<file path="src/rtl/rcs_pkg.sv">
package rcs_pkg;
   localparam int REG_W   = 8;
   localparam int BIT_WDG = 4;
   localparam int BIT_PLL = 3;
   localparam int BIT_LVR = 2;
   localparam int BIT_SUP = 1;
   localparam int BIT_IE  = 0;

   typedef struct packed {
      logic wdg;
      logic pll;
      logic lvr;
      logic sup;
      logic ie;
   } rcs_fields_t;
endpackage

</file>
<file path="src/rtl/rcs_sync.sv">
module rcs_sync #(
   parameter int   STAGES  = 2,
   parameter logic RST_VAL = 1'b0
) (
   input  logic clk,
   input  logic rst_n,
   input  logic d_async,
   output logic q_sync
);
   logic [STAGES-1:0] chain_q;

   always_ff @(posedge clk or negedge rst_n) begin
      if (!rst_n) chain_q <= {STAGES{RST_VAL}};
      else        chain_q <= {chain_q[STAGES-2:0], d_async};
   end

   assign q_sync = chain_q[STAGES-1];
endmodule

</file>
<file path="src/rtl/rcs_cause_flags.sv">
module rcs_cause_flags (
   input  logic clk,
   input  logic evt_wdog,
   input  logic evt_lv,
   input  logic wr_en,
   input  logic wr_wdg_bit,
   input  logic rd_en,
   output logic wdg_flag,
   output logic lvr_flag
);
   // No reset: these flags must outlive the reset they report.
   logic wdg_q, lvr_q;

   always_ff @(posedge clk) begin
      if (evt_lv)                       wdg_q <= 1'b0;
      else if (evt_wdog)                wdg_q <= 1'b1;
      else if (wr_en && !wr_wdg_bit)    wdg_q <= 1'b0;
   end

   always_ff @(posedge clk) begin
      if (evt_lv)     lvr_q <= 1'b1;
      else if (rd_en) lvr_q <= 1'b0;
   end

   assign wdg_flag = wdg_q;
   assign lvr_flag = lvr_q;
endmodule

</file>
<file path="src/rtl/rcs_sup_irq.sv">
module rcs_sup_irq (
   input  logic clk,
   input  logic rst_n,
   input  logic sup_sync,
   input  logic wr_en,
   input  logic wr_ie_bit,
   input  logic ack,
   output logic ie,
   output logic irq
);
   logic ie_q, prev_q, pend_q, rise;

   assign rise = sup_sync && !prev_q;

   always_ff @(posedge clk or negedge rst_n) begin
      if (!rst_n) begin
         ie_q   <= 1'b0;
         prev_q <= 1'b0;
         pend_q <= 1'b0;
      end else begin
         prev_q <= sup_sync;
         if (wr_en) ie_q <= wr_ie_bit;
         if (!ie_q)     pend_q <= 1'b0;
         else if (rise) pend_q <= 1'b1;
         else if (ack)  pend_q <= 1'b0;
      end
   end

   assign ie  = ie_q;
   assign irq = pend_q;
endmodule

</file>
<file path="src/rtl/rcs_status_reg.sv">
module rcs_status_reg #(
   parameter int DATA_W      = 8,
   parameter int SYNC_STAGES = 2,
   parameter bit PLL_SYNC    = 1'b1
) (
   input  logic              clk,
   input  logic              rst_n,
   input  logic              bus_we,
   input  logic              bus_re,
   input  logic [DATA_W-1:0] bus_wdata,
   output logic [DATA_W-1:0] bus_rdata,
   input  logic              evt_wdog_rst,
   input  logic              evt_lv_rst,
   input  logic              pll_lock_lvl,
   input  logic              sup_low_lvl,
   input  logic              irq_ack,
   output logic              irq_req
);
   import rcs_pkg::*;

   localparam int RSVD_LO = BIT_WDG + 1;

   if (DATA_W != REG_W) begin : g_bad_width
      $error("rcs_status_reg: DATA_W must equal %0d", REG_W);
   end
   if (SYNC_STAGES < 2) begin : g_bad_sync
      $error("rcs_status_reg: SYNC_STAGES must be at least 2");
   end

   rcs_fields_t f;
   logic        sup_s, pll_s;
   logic        unused_wdata;

   assign unused_wdata = ^{bus_wdata[DATA_W-1:RSVD_LO], bus_wdata[BIT_PLL:BIT_SUP]};

   rcs_sync #(.STAGES(SYNC_STAGES), .RST_VAL(1'b0)) u_sup_sync (
      .clk(clk), .rst_n(rst_n), .d_async(sup_low_lvl), .q_sync(sup_s));

   if (PLL_SYNC) begin : g_pll_sync
      rcs_sync #(.STAGES(SYNC_STAGES), .RST_VAL(1'b0)) u_pll_sync (
         .clk(clk), .rst_n(rst_n), .d_async(pll_lock_lvl), .q_sync(pll_s));
   end else begin : g_pll_direct
      assign pll_s = pll_lock_lvl;
   end

   rcs_cause_flags u_flags (
      .clk(clk), .evt_wdog(evt_wdog_rst), .evt_lv(evt_lv_rst),
      .wr_en(bus_we), .wr_wdg_bit(bus_wdata[BIT_WDG]), .rd_en(bus_re),
      .wdg_flag(f.wdg), .lvr_flag(f.lvr));

   rcs_sup_irq u_irq (
      .clk(clk), .rst_n(rst_n), .sup_sync(sup_s),
      .wr_en(bus_we), .wr_ie_bit(bus_wdata[BIT_IE]), .ack(irq_ack),
      .ie(f.ie), .irq(irq_req));

   assign f.pll = pll_s;
   assign f.sup = sup_s;

   always_comb begin
      bus_rdata          = '0;
      bus_rdata[BIT_WDG] = f.wdg;
      bus_rdata[BIT_PLL] = f.pll;
      bus_rdata[BIT_LVR] = f.lvr;
      bus_rdata[BIT_SUP] = f.sup;
      bus_rdata[BIT_IE]  = f.ie;
   end
endmodule

</file>
<file path="config.mk">
export PLATFORM = sky130hd
export DESIGN_NAME = rcs_status_reg
export DESIGN_NICKNAME = d
export VERILOG_FILES = /design/src/rtl/rcs_pkg.sv /design/src/rtl/rcs_sync.sv /design/src/rtl/rcs_cause_flags.sv /design/src/rtl/rcs_sup_irq.sv /design/src/rtl/rcs_status_reg.sv
export SDC_FILE = /design/constraint.sdc
export NUM_CORES = 1
export LEC_CHECK = 0
export BUFFER_PORTS_ARGS = -buffer_cell sky130_fd_sc_hd__buf_4
export CAP_MARGIN = 5
export CORE_AREA = 8 8 45 47
export DETAILED_ROUTE_END_ITERATION = 8
export DIE_AREA = 0 0 53 55
export PLACE_DENSITY = 0.7
export SLEW_MARGIN = 20
export SYNTH_ARGS = -nofsm -noshare
export SYNTH_HDL_FRONTEND = slang
export SYNTH_SLANG_ARGS = --single-unit
</file>
<file path="constraint.sdc">
create_clock -name clk -period 0.8 [get_ports clk]
set_clock_uncertainty 0.1 [all_clocks]
set_input_delay 0.12 -clock clk [delete_from_list [all_inputs] [get_ports clk]]
set_output_delay 0.12 -clock clk [all_outputs]
set_load 0.01 [all_outputs]
</file>
Yosys cells after proc, flatten, opt, wreduce, memory -nomap -nowiden
Cells that the tools add are included.

Register bits: 9. Input bits: 17. Output and inout port bits: 9. Word-level logic and storage cells: 18.

Equality and inequality tests: 1. Multiplexer cells: 5. Reductions and logical operators: 5.

Operators with widths (count): 2-to-1 mux 1 bit (5); != test 3 bit (second input constant) (1); logical AND 1 bit (2); zero test 1 bit (2); nonzero test 2 bit (1).

Longest topological paths before layout
Gate-level depths: netlist of run 1.

Depth after elaboration: 4. Gate-level depth with buffers: 2. Gate-level depth less buffers: 2.

Modules after synthesis
Synthesis of run 1 repeated with hierarchy kept, for this count alone.

Cell total of the unflattened synthesis: 24. Area, all modules: 329.1 sq um.

By module, submodules not included: rcs_sup_irq (instances 1, cells each 7, area an instance 110.1 sq um, sequential area each 75.1 sq um); rcs_sync (instances 2, cells each 2, area an instance 50.0 sq um, sequential area each 50.0 sq um); rcs_cause_flags (instances 1, cells each 7, area an instance 77.6 sq um, sequential area each 40.0 sq um); rcs_status_reg (instances 1, cells each 6, area an instance 41.3 sq um, sequential area each 0.0 sq um).

Least setup slack after synthesis of run 1
No wires, ideal clock.

Path type: register to register. Start point: register, netlist name u_irq.ie. End point: register u_irq.ie_q (netlist: u_irq.ie). Setup time: 0.125 ns. Data arrival time: 0.615 ns. Required time: 0.575 ns. Slack: -0.040 ns. Stages on the path, launching flop included: 2. Path buffers: 0. Clock period less this slack: 0.840 ns. Cells stage by stage: dfrtp_1 -> mux2_4.

RTL lines: end signal, assigned (RTL line rcs_sup_irq.sv:22) `if (wr_en) ie_q <= wr_ie_bit;`; end, declared (RTL line rcs_sup_irq.sv:11) `logic ie_q, prev_q, pend_q, rise;`.

==> results.txt, run 1 <==
Final setup viols - 8
DP Worst Slack - -65.25 ps
simple-gate share of the synthesized area - 11.03%
cts bufs inserted - 3
Boundary Pins - 26
first-pass GRT wire length - 1048 µm
total grt overflow - 0
DR vias/cell - 3.871
vias in the first global route - 272
antenna violations before repair - 0
clock tree from TritonCTS - yes
sequential share of the synthesized area - 61.21%
critical path arrival - 1040 ps
DRC viols - 0
peak supply drop - 0.7713 mV
period utilisation layout - 124.7%
Core Area - 0.001384 mm²
Synth Area in Compound Gates - 4.270%
Post-Layout Cell Count - 62
main combinational cell family by area after synthesis - buffers and inverters
PD cells - 1874 mW/mm²
Routed Antenna Nets - 0
WL final - 643 µm
final hold violations - 3
Iter 0 DRT Violations - 3
Netlist Area Pre-Place - 351.6 µm²
mux contribution to synthesized area - 4.270%
starting density of the core - 25.41%
Die Wd - 53 µm
Syn Area/Cell - 13.02 µm²
# diodes - 0
Post-Synthesis Cells - 27
post-cts hold buffer count - 3
Adder-Cell Fraction of Synth Area - 0%
all-layer global routing usage - 5.118%
Final Slew Violations - 0
Critical Path End Type - flop
WP data required - 840 ps
Synth Register Bits - 9
Setup Crit Path Kind - flop to flop
xor/xnor share of the synthesized area - 0%
Std-Cell Rows - 14
H-tree depth - 1
failing checks - hold timing, setup timing
final core utilization - 38.70%
synth unique cells - 12
CTS Sinks - 9
unrepaired setup endpoints after global routing - true
Inst Count DP - 53
Root Driver - clkbuf_4
worst min-delay path category - input port to flop
Clock Pin Slew Worst Setup and Hold Paths - 60 ps
# fillers - 142
Final #Nets - 64
critical-path maximum fanout - 2
routed wire length per instance - 10.37 µm
pin count of the biggest net entering global routing - 8
IO Port Bufs - 16
fmax - 1003 MHz
worst-skew pair later-pin latency - 260 ps
Startpoint Class - flop
status - finished, violations left
fin crit period - 997.5 ps
setup ws final - -197.5 ps
Lkg Pwr - 0.0002647 µW
clk buf depth - 2
setup TNS - -1207 ps
Warnings, synthesis - 0
DR pass1 iterations - 3
share of layout cells above drive strength 1 - 56.52%
Die ar. - 0.002915 mm²
Min Hold Slack - -79.04 ps
DR vias - 240
RD Place Congestion - 0.6469
max-cap violations - 0
chip height - 55 µm
area grow syn2layout - 52.31%
per-stage QoR:
stage               total power [µW]  cell area [µm²]  hold slack, ps
floorplan                      580.2            359.1          -275.6
global placement               626.9            439.2          -167.2
detailed placement             630.4            439.2          -164.8
CTS                             1032            535.5          -93.33
global route                    1064            535.5          -82.68
finish                          1004            535.5          -79.04
critical path: stages (launching register included):
cell and delay (ps):
dfrtp_1 390, buf_4 140, mux2_4 250
synth_stat cells (all sizes together):
cell,number,share of area [%]
a21o,1,2.1
mux2,1,4.3
dfxtp,2,11
nor3,1,2.8
conb,1,1.1
nor3b,1,3.6
buf,8,17
inv,1,1.1
nand2b,2,3.6
nor2,1,1.1
dfrtp,7,50
a21boi,1,2.1
worst paths after layout:
path / start / end / slack (ps) / cells past startpoint
min in group asynchronous: rst_n / g_pll_sync.u_pll_sync.chain_q[0]$_DFF_PN0_ / 110 / 2
max reg2reg: u_irq.ie$_DFFE_PN0P_ / u_irq.ie$_DFFE_PN0P_ / -200 / 2
min: evt_lv_rst / u_flags.wdg_flag$_SDFFE_PP0P_ / -80 / 2
max in group asynchronous: rst_n / u_irq.ie$_DFFE_PN0P_ / 370 / 2
min reg2reg: u_sup_sync.chain_q[0]$_DFF_PN0_ / u_sup_sync.chain_q[1]$_DFF_PN0_ / 250 / 0
max: u_irq.ie$_DFFE_PN0P_ / u_irq.ie$_DFFE_PN0P_ / -200 / 2
placed cells by master, fill, tap and decap left out:
cell,n
conb_1,3
a21o_1,1
a21boi_1,1
nor3b_2,1
clkbuf_1,1
buf_4,12
dlygate4sd3_1,3
mux2_4,1
clkbuf_4,3
dfrtp_1,7
nand2b_1,2
buf_6,6
dfxtp_2,2
nor2_1,1
nor3_2,1
inv_1,1
registers in the layout, indices dropped and copies added (netlist names):
register and flops:
g_pll_sync.u_pll_sync.chain_q 2, u_flags.lvr_flag 1, u_flags.wdg_flag 1, u_irq.ie 1
u_irq.irq 1, u_irq.prev_q 1, u_sup_sync.chain_q 2
kinds of logic after synthesis:
logic type      Yosys count
flops                     9
buf+inv                   9
simple gates              5
compound gates            2
mux                       1
other cells               1
where the power goes:
group	switching, µW	leakage, µW	internal, µW	total, µW
registers	15.1	0.000100	484	499
logic	55.1	0.000150	106	161
clock network	151	0.0000150	192	343
metal layers:
metal | vias up | GRT usage (%) | wire (µm)
met1 | 111 | 3.876 | 205
met3 | 0 | 5.615 | 148
met2 | 19 | 8.008 | 290
met4 | 0 | 2.586 | 0
li1 | 110 | - | -
met5 | - | 0 | 0
layout make-up:
class,count,area [µm²],area share (%)
clock buffers,4,26.28,4.907
repair buffers,21,187.7,35.05
multi-input cells,11,80.08,14.95
inverters,1,3.754,0.7009
flip-flops and latches,9,217.7,40.65
well taps,16,20.02,3.738
timing repair:
item | CTS | global route
setup endpoints to repair | 7 | 8
gates cloned | 0 | 0
setup buffers | 2 | 0
endpoints found under the hold margin | 12 | 3
resized for setup | 8 | 0
Power figures use the tool's default switching activity.
==> inputs of run 2 (changes only) <==
--- a/config.mk
+++ b/config.mk
@@ -6,10 +6,10 @@
 export NUM_CORES = 1
 export LEC_CHECK = 0
-export BUFFER_PORTS_ARGS = -buffer_cell sky130_fd_sc_hd__buf_4
 export CAP_MARGIN = 5
 export CORE_AREA = 8 8 45 47
 export DETAILED_ROUTE_END_ITERATION = 8
 export DIE_AREA = 0 0 53 55
-export PLACE_DENSITY = 0.7
+export DONT_BUFFER_PORTS = 1
+export PLACE_DENSITY = 0.52
 export SLEW_MARGIN = 20
 export SYNTH_ARGS = -nofsm -noshare
==> constraint.sdc (replaced) <==
create_clock -name clk -period 0.8 [get_ports clk]
set_clock_uncertainty 0.1 [all_clocks]
set_input_delay 0.24 -clock clk [delete_from_list [all_inputs] [get_ports clk]]
set_output_delay 0.24 -clock clk [all_outputs]
set_load 0.01 [all_outputs]
==> run 2 against run 1 <==
Effect of this change:
- the flow still finishes with violations (hold timing, setup timing)
- sequential share of layout area increased by 13 points
- die area unchanged
- flip-flop and latch count did not move
- core utilization fell by 9.0 points
- combinational power shrank 47%
- critical path type is now flop to output port
- largest cell class unchanged
- highest routed layer is now met4
==> results.txt, run 2 (same netlist as run 1, synthesis figures left out) <==
delay of the slowest cell on the worst path - 380 ps (about the same)
top flop regs - g_pll_sync.u_pll_sync.chain_q x2, u_sup_sync.chain_q x2
DR vias/cell - 4.043 (+4.4%)
Buf/Inv on CP - 1 (unchanged)
unrepaired setup endpoints after global routing - true
clk buf depth - 2 (unchanged)
Logic pwr share - 9.1% (-7.0 points)
period utilisation layout - 138.6% (+14 points)
critical path arrival - 770 ps (-270 ps)
Final #Nets - 49 (-23%)
critical path's top delay family - flip-flops
Setup Crit Path Kind - flop to output port
max-cap violations - 0 (unchanged)
Routed Antenna Nets - 0 (unchanged)
fin crit period - 1109 ps (+111.0 ps)
# diodes - 0 (unchanged)
clock tree from TritonCTS - yes
Seq pwr share - 54.1% (+4.3 points)
fmax - 902.1 MHz (-10%)
met3 Track Usage GR - 4.813% (-0.80 points)
Die Wd - 53 µm (unchanged)
Final setup viols - 8 (unchanged)
routed wire length per instance - 13.40 µm (+29%)
PD cells - 2285 mW/mm² (+22%)
final core utilization - 29.66% (-9.0 points)
Final Slew Violations - 0 (unchanged)
Lkg Pwr - 0.0001878 µW (-29%)
IO Port Bufs - 0 (-16)
Std-Cell Rows - 14 (unchanged)
worst min-delay path category - input port to flop
antenna violations before repair - 0 (unchanged)
total power draw - 937.9 µW (-6.5%)
Startpoint Class - flop
peak supply drop - 0.6951 mV (-9.9%)
clock power share - 36.8% (+2.6 points)
Die ar. - 0.002915 mm² (unchanged)
post-cts hold buffer count - 3 (unchanged)
met2 Usage GRT - 5.859% (-2.1 points)
CP Cell Sequence - buf_6
DR pass1 iterations - 2 (-1)
Min Hold Slack - -69.14 ps (+9.897 ps)
first-pass GRT wire length - 959 µm (-8.5%)
Clock Pin Slew Worst Setup and Hold Paths - 60 ps (about the same)
WL final - 630 µm (-2.0%)
commonest non-fill, non-tap cell in the layout - dfrtp_1
status - finished, violations left
final hold violations - 2 (-1)
vias in the first global route - 216 (-21%)
pin count of the biggest net entering global routing - 8 (unchanged)
Critical Path End Type - output port
Boundary Pins - 26 (unchanged)
WP data required - 460 ps (-380 ps)
CTS Sinks - 9 (unchanged)
setup TNS - -1697 ps (-489.6 ps)
share of layout cells above drive strength 1 - 35.48% (-21 points)
failing checks - hold timing, setup timing
DR vias - 190 (-21%)
RD Place Congestion - 0.5823 (-10%)
internal power - 728.9 µW (-6.8%)
GR peak layer - met2
setup ws final - -308.5 ps (-111.0 ps)
DRC viols - 0 (unchanged)
critical-path maximum fanout - 2 (unchanged)
Post-Layout Cell Count - 47 (-24%)
Core Area - 0.001384 mm² (unchanged)
H-tree depth - 1 (unchanged)
Net Switching - 209.1 µW (-5.5%)
cts bufs inserted - 3 (unchanged)
area grow syn2layout - 16.73%
commonest cells after routing, fill and taps aside - dfrtp_1, conb_1, clkbuf_4, dlygate4sd3_1
Slowest-stage cell, CP - dfrtp_1
total grt overflow - 0 (unchanged)
starting density of the core - 25.41% (unchanged)
chip height - 55 µm (unchanged)
Iter 0 DRT Violations - 3 (unchanged)
Net Sw Frac - 22.29% (+0.24 points)
worst-skew pair later-pin latency - 260 ps (about the same)
all-layer global routing usage - 4.904% (-0.21 points)
GR Util met1 - 4.510% (+0.63 points)
Root Driver - clkbuf_4
Inst Count DP - 38 (-28%)
-- run 2: cell count changes in the layout (fill, tap and decap cells not counted) --
cell | before | now
dfxtp_4 | 0 | 1
buf_4 | 12 | 1
dfxtp_2 | 2 | 1
buf_6 | 6 | 2
-- run 2: path summary, 6_finish.rpt --
check / cells past startpoint / from / slack (ps) / end
worst min register to register: 0 / u_sup_sync.chain_q[0]$_DFF_PN0_ / 250 / u_sup_sync.chain_q[1]$_DFF_PN0_
worst min-delay path: 1 / evt_lv_rst / -70 / u_flags.wdg_flag$_SDFFE_PP0P_
max in group asynchronous: 1 / rst_n / 150 / g_pll_sync.u_pll_sync.chain_q[0]$_DFF_PN0_
min in group asynchronous: 1 / rst_n / 210 / u_irq.irq$_DFFE_PN0P_
worst max register to register: 3 / u_irq.ie$_DFFE_PN0P_ / -290 / u_irq.ie$_DFFE_PN0P_
worst max-delay path: 1 / u_irq.ie$_DFFE_PN0P_ / -310 / bus_rdata[0]
-- run 2: through the flow --
stage                     setup slack (ps)  instance area [µm²]
after floorplan                     -40.19                366.6
after global routing                -351.1                410.4
after detailed placement            -68.49                326.6
after CTS                           -319.8                407.9
after global placement              -69.23                326.6
final                               -308.5                410.4
-- run 2: cell type report --
type,count,area (µm²)
clock buffer,4,26.28
fill,139,973.4
inverter,1,3.754
multi-input combinational,11,80.08
sequential,9,220.2
tap,16,20.02
timing repair buffer,6,60.06
-- run 2: power by group through the flow --
stage	clock [µW]	combinational, µW	sequential (µW)
5_1_grt	389	92.6	511
3_3_place_gp	0	44.8	517
4_1_cts	362	87.2	509
2_1_floorplan	0	80.0	504
3_5_place_dp	0	45.8	517
6_report	345	85.8	507
-- run 2: layer usage --
layer / share of wire [%] / wire length [µm] / up-vias
met5: 0 / 0 / -
met1: 37 / 235 / 85
met2: 36 / 229 / 21
li1: - / - / 82
met4: 2.1 / 13 / 0
met3: 24 / 152 / 2
-- run 2: what timing repair did --
action	in CTS	in global routing
resized for setup	4	1
hold endpoints to repair	11	2
endpoints found under the setup margin	7	8
buffers inserted	2	0
==> inputs of run 3 (changes only) <==
Settings changed: ABC_AREA set to 1.
==> run 3 against run 2 <==
Effect of this change:
- the flow still finishes with violations (hold timing, setup timing)
- die area unchanged
- flip-flop and latch count unchanged
- sequential power about the same
- non-clock buffer count decreased by 3
- synthesized area decreased by 1.4%
- wire length decreased by 4.9%
- critical endpoint is now bus_rdata[1]
- largest power group unchanged
==> results.txt, run 3 <==
reg2reg start - u_irq.ie$_DFFE_PN0P_
# diodes - 0 (unchanged)
Critical Path End Type - output port
Seq pwr share - 56.3% (+2.2 points)
setup ws final - -220.8 ps (+87.71 ps)
chip height - 55 µm (unchanged)
WL final - 599 µm (-4.9%)
list of most frequent post-synthesis cells - buf_4, dfrtp_1, inv_1
commonest non-fill, non-tap cell in the layout - dfrtp_1
Root Driver - clkbuf_4
Die Wd - 53 µm (unchanged)
number of synthesized flops with an enable pin - 0 (unchanged)
clock power share - 38.1% (+1.3 points)
failing checks - hold timing, setup timing
M1 WL - 233 µm (-0.85%)
clock tree from TritonCTS - yes
peak supply drop - 0.9491 mV (+37%)
flop2flop setup slack - 10 ps (+300 ps)
setup TNS - -1133 ps (+564.4 ps)
Min Hold Slack - -67.99 ps (+1.152 ps)
Warnings, synthesis - 0 (unchanged)
fin crit period - 1021 ps (-87.71 ps)
fmax - 979.6 MHz (+8.6%)
status - finished, violations left
antenna violations before repair - 0 (unchanged)
largest area contributor in the netlist - dfrtp_1
top cell type's share of synthesized area - 50.54% (+0.72 points)
internal power - 696.3 µW (-4.5%)
DP Worst Slack - 9.816 ps (+78.30 ps)
Die ar. - 0.002915 mm² (unchanged)
Hold Path Origin - evt_lv_rst
Clock Pin Slew Worst Setup and Hold Paths - 60 ps (about the same)
Lkg Pwr - 0.0001875 µW (-0.18%)
unrepaired setup endpoints after global routing - true
WP data required - 460 ps (about the same)
Routed Antenna Nets - 0 (unchanged)
all-layer global routing usage - 4.396% (-0.51 points)
critical-path maximum fanout - 3 (+1)
sequential share of the synthesized area - 62.09% (+0.88 points)
clk buf depth - 2 (unchanged)
Final setup viols - 6 (-2)
PD cells - 2394 mW/mm² (+4.7%)
worst min-delay path category - input port to flop
commonest cells after routing, fill and taps aside - dfrtp_1, inv_1, nand2_1
Startpoint Class - flop
WL met3 - 109 µm (-28%)
Netlist Area Pre-Place - 346.6 µm² (-1.4%)
Primary FF master, synth - dfrtp_1
Highest Signal Layer - met3
DR vias/cell - 3.600 (-11%)
total grt overflow - 0 (unchanged)
RD Place Congestion - 0.6347 (+9.0%)
critical path arrival - 680 ps (-90 ps)
Boundary Pins - 26 (unchanged)
worst hold stages - 1 (unchanged)
DR pass1 iterations - 2 (unchanged)
starting density of the core - 25.05% (-0.36 points)
r2r endpoint - u_irq.ie$_DFFE_PN0P_
hpwl dp - 461 µm
routed wire length per instance - 11.98 µm (-11%)
Std-Cell Rows - 14 (unchanged)
Net Sw Frac - 22.76% (+0.47 points)
IO Port Bufs - 0 (unchanged)
endpoint of the worst hold path - u_flags.wdg_flag$_SDFFE_PP0P_
top flop regs - g_pll_sync.u_pll_sync.chain_q x2, u_sup_sync.chain_q x2
cells on worst reg2reg path - 2 (-1)
post-cts hold buffer count - 3 (unchanged)
Logic pwr share - 5.6% (-3.5 points)
Final Slew Violations - 0 (unchanged)
Synth Register Bits - 9 (unchanged)
synth top area cells - dfrtp_1, buf_4, dfxtp_1
Post-CTS Setup Inserts - 0 (-2)
Net Switching - 205.2 µW (-1.8%)
first-pass GRT wire length - 821 µm (-14%)
Setup Crit Path Kind - flop to output port
max-cap violations - 0 (unchanged)
final hold violations - 3 (+1)
met2 routed WL - 256 µm (+12%)
Syn Area/Cell - 10.50 µm² (-19%)
Final #Nets - 52 (+6.1%)
Synth async-reset ratio - 77.78% (unchanged)
period utilisation layout - 127.6% (-11 points)
vias in the first global route - 213 (-1.4%)
DRC viols - 0 (unchanged)
share of layout cells above drive strength 1 - 20.59% (-15 points)
CTS Sinks - 9 (unchanged)
most numerous cell in the Yosys netlist - buf_4
Iter 0 DRT Violations - 2 (-1)
worst-skew pair later-pin latency - 250 ps (about the same)
Post-Synthesis Cells - 33 (+22%)
Core Area - 0.001384 mm² (unchanged)
DR vias - 180 (-5.3%)
area grow syn2layout - 8.664%
cts bufs inserted - 3 (unchanged)
H-tree depth - 1 (unchanged)
pin count of the biggest net entering global routing - 8 (unchanged)
synth unique cells - 10 (-2)
-- run 3: timing repair --
item,4_1_cts,5_1_grt
endpoints found under the setup margin,6,8
pin swaps,0,1
resized for setup,2,2
endpoints found under the hold margin,12,3
-- run 3: logic make-up (layout without fill, tap and decap cells) --
kind of cell           after synthesis  after routing  share of synthesized area, %
AO/OA/AOI/OAI                        4              4                         7.580
buffers and inverters               14             13                         23.83
flip-flops                           9              9                         62.09
other                                1              3                         1.082
AND/OR/NAND/NOR                      5              5                         5.416
-- run 3: power by group through the flow --
stage / Sequential [µW] / Clock [µW] / Combinational [µW]
finish: 507 / 344 / 50.8
global route: 510 / 400 / 59.8
CTS: 508 / 368 / 48.6
detailed placement: 515 / 0 / 29.9
global placement: 515 / 0 / 29.3
floorplan: 502 / 0 / 75.9
-- run 3: worst max-delay path by stage --
stage | from | endpoint | slack [ps] | cells past startpoint
2_1_floorplan | u_sup_sync.chain_q[1]$_DFF_PN0_ | bus_rdata[1] | -30 | 1
3_3_place_gp | u_irq.ie$_DFFE_PN0P_ | u_irq.ie$_DFFE_PN0P_ | 10 | 2
3_5_place_dp | u_irq.ie$_DFFE_PN0P_ | u_irq.ie$_DFFE_PN0P_ | 10 | 2
4_1_cts | u_sup_sync.chain_q[1]$_DFF_PN0_ | bus_rdata[1] | -240 | 0
5_1_grt | u_sup_sync.chain_q[1]$_DFF_PN0_ | bus_rdata[1] | -260 | 0
6_report | u_sup_sync.chain_q[1]$_DFF_PN0_ | bus_rdata[1] | -220 | 0
-- run 3: stage by stage --
stage               util [%]  cells  hold slack, ps  power, µW  cell area [µm²]
floorplan                  -     35          -155.6      578.0            365.4
CTS                    26.94     50          -82.24      924.2            372.9
global placement       22.69     43          -155.4      544.2            314.1
global route           27.22     50          -83.59      970.1            376.6
finish                 27.22     50          -67.99      901.5            376.6
detailed placement     22.69     43          -155.4      545.3            314.1
-- run 3: final cells by class --
cell class	instances	area [µm²]
multi-input cells	12	60.06
fillers	155	1007
repair buffers	3	30.03
clock buffers	4	26.28
inverters	6	22.52
well taps	16	20.02
flip-flops and latches	9	217.7
-- run 3: metal layers --
metal,vias up,track usage [%]
met3,0,5.615
met5,-,0
met4,0,2.586
met2,14,6.055
met1,79,3.395
li1,87,-
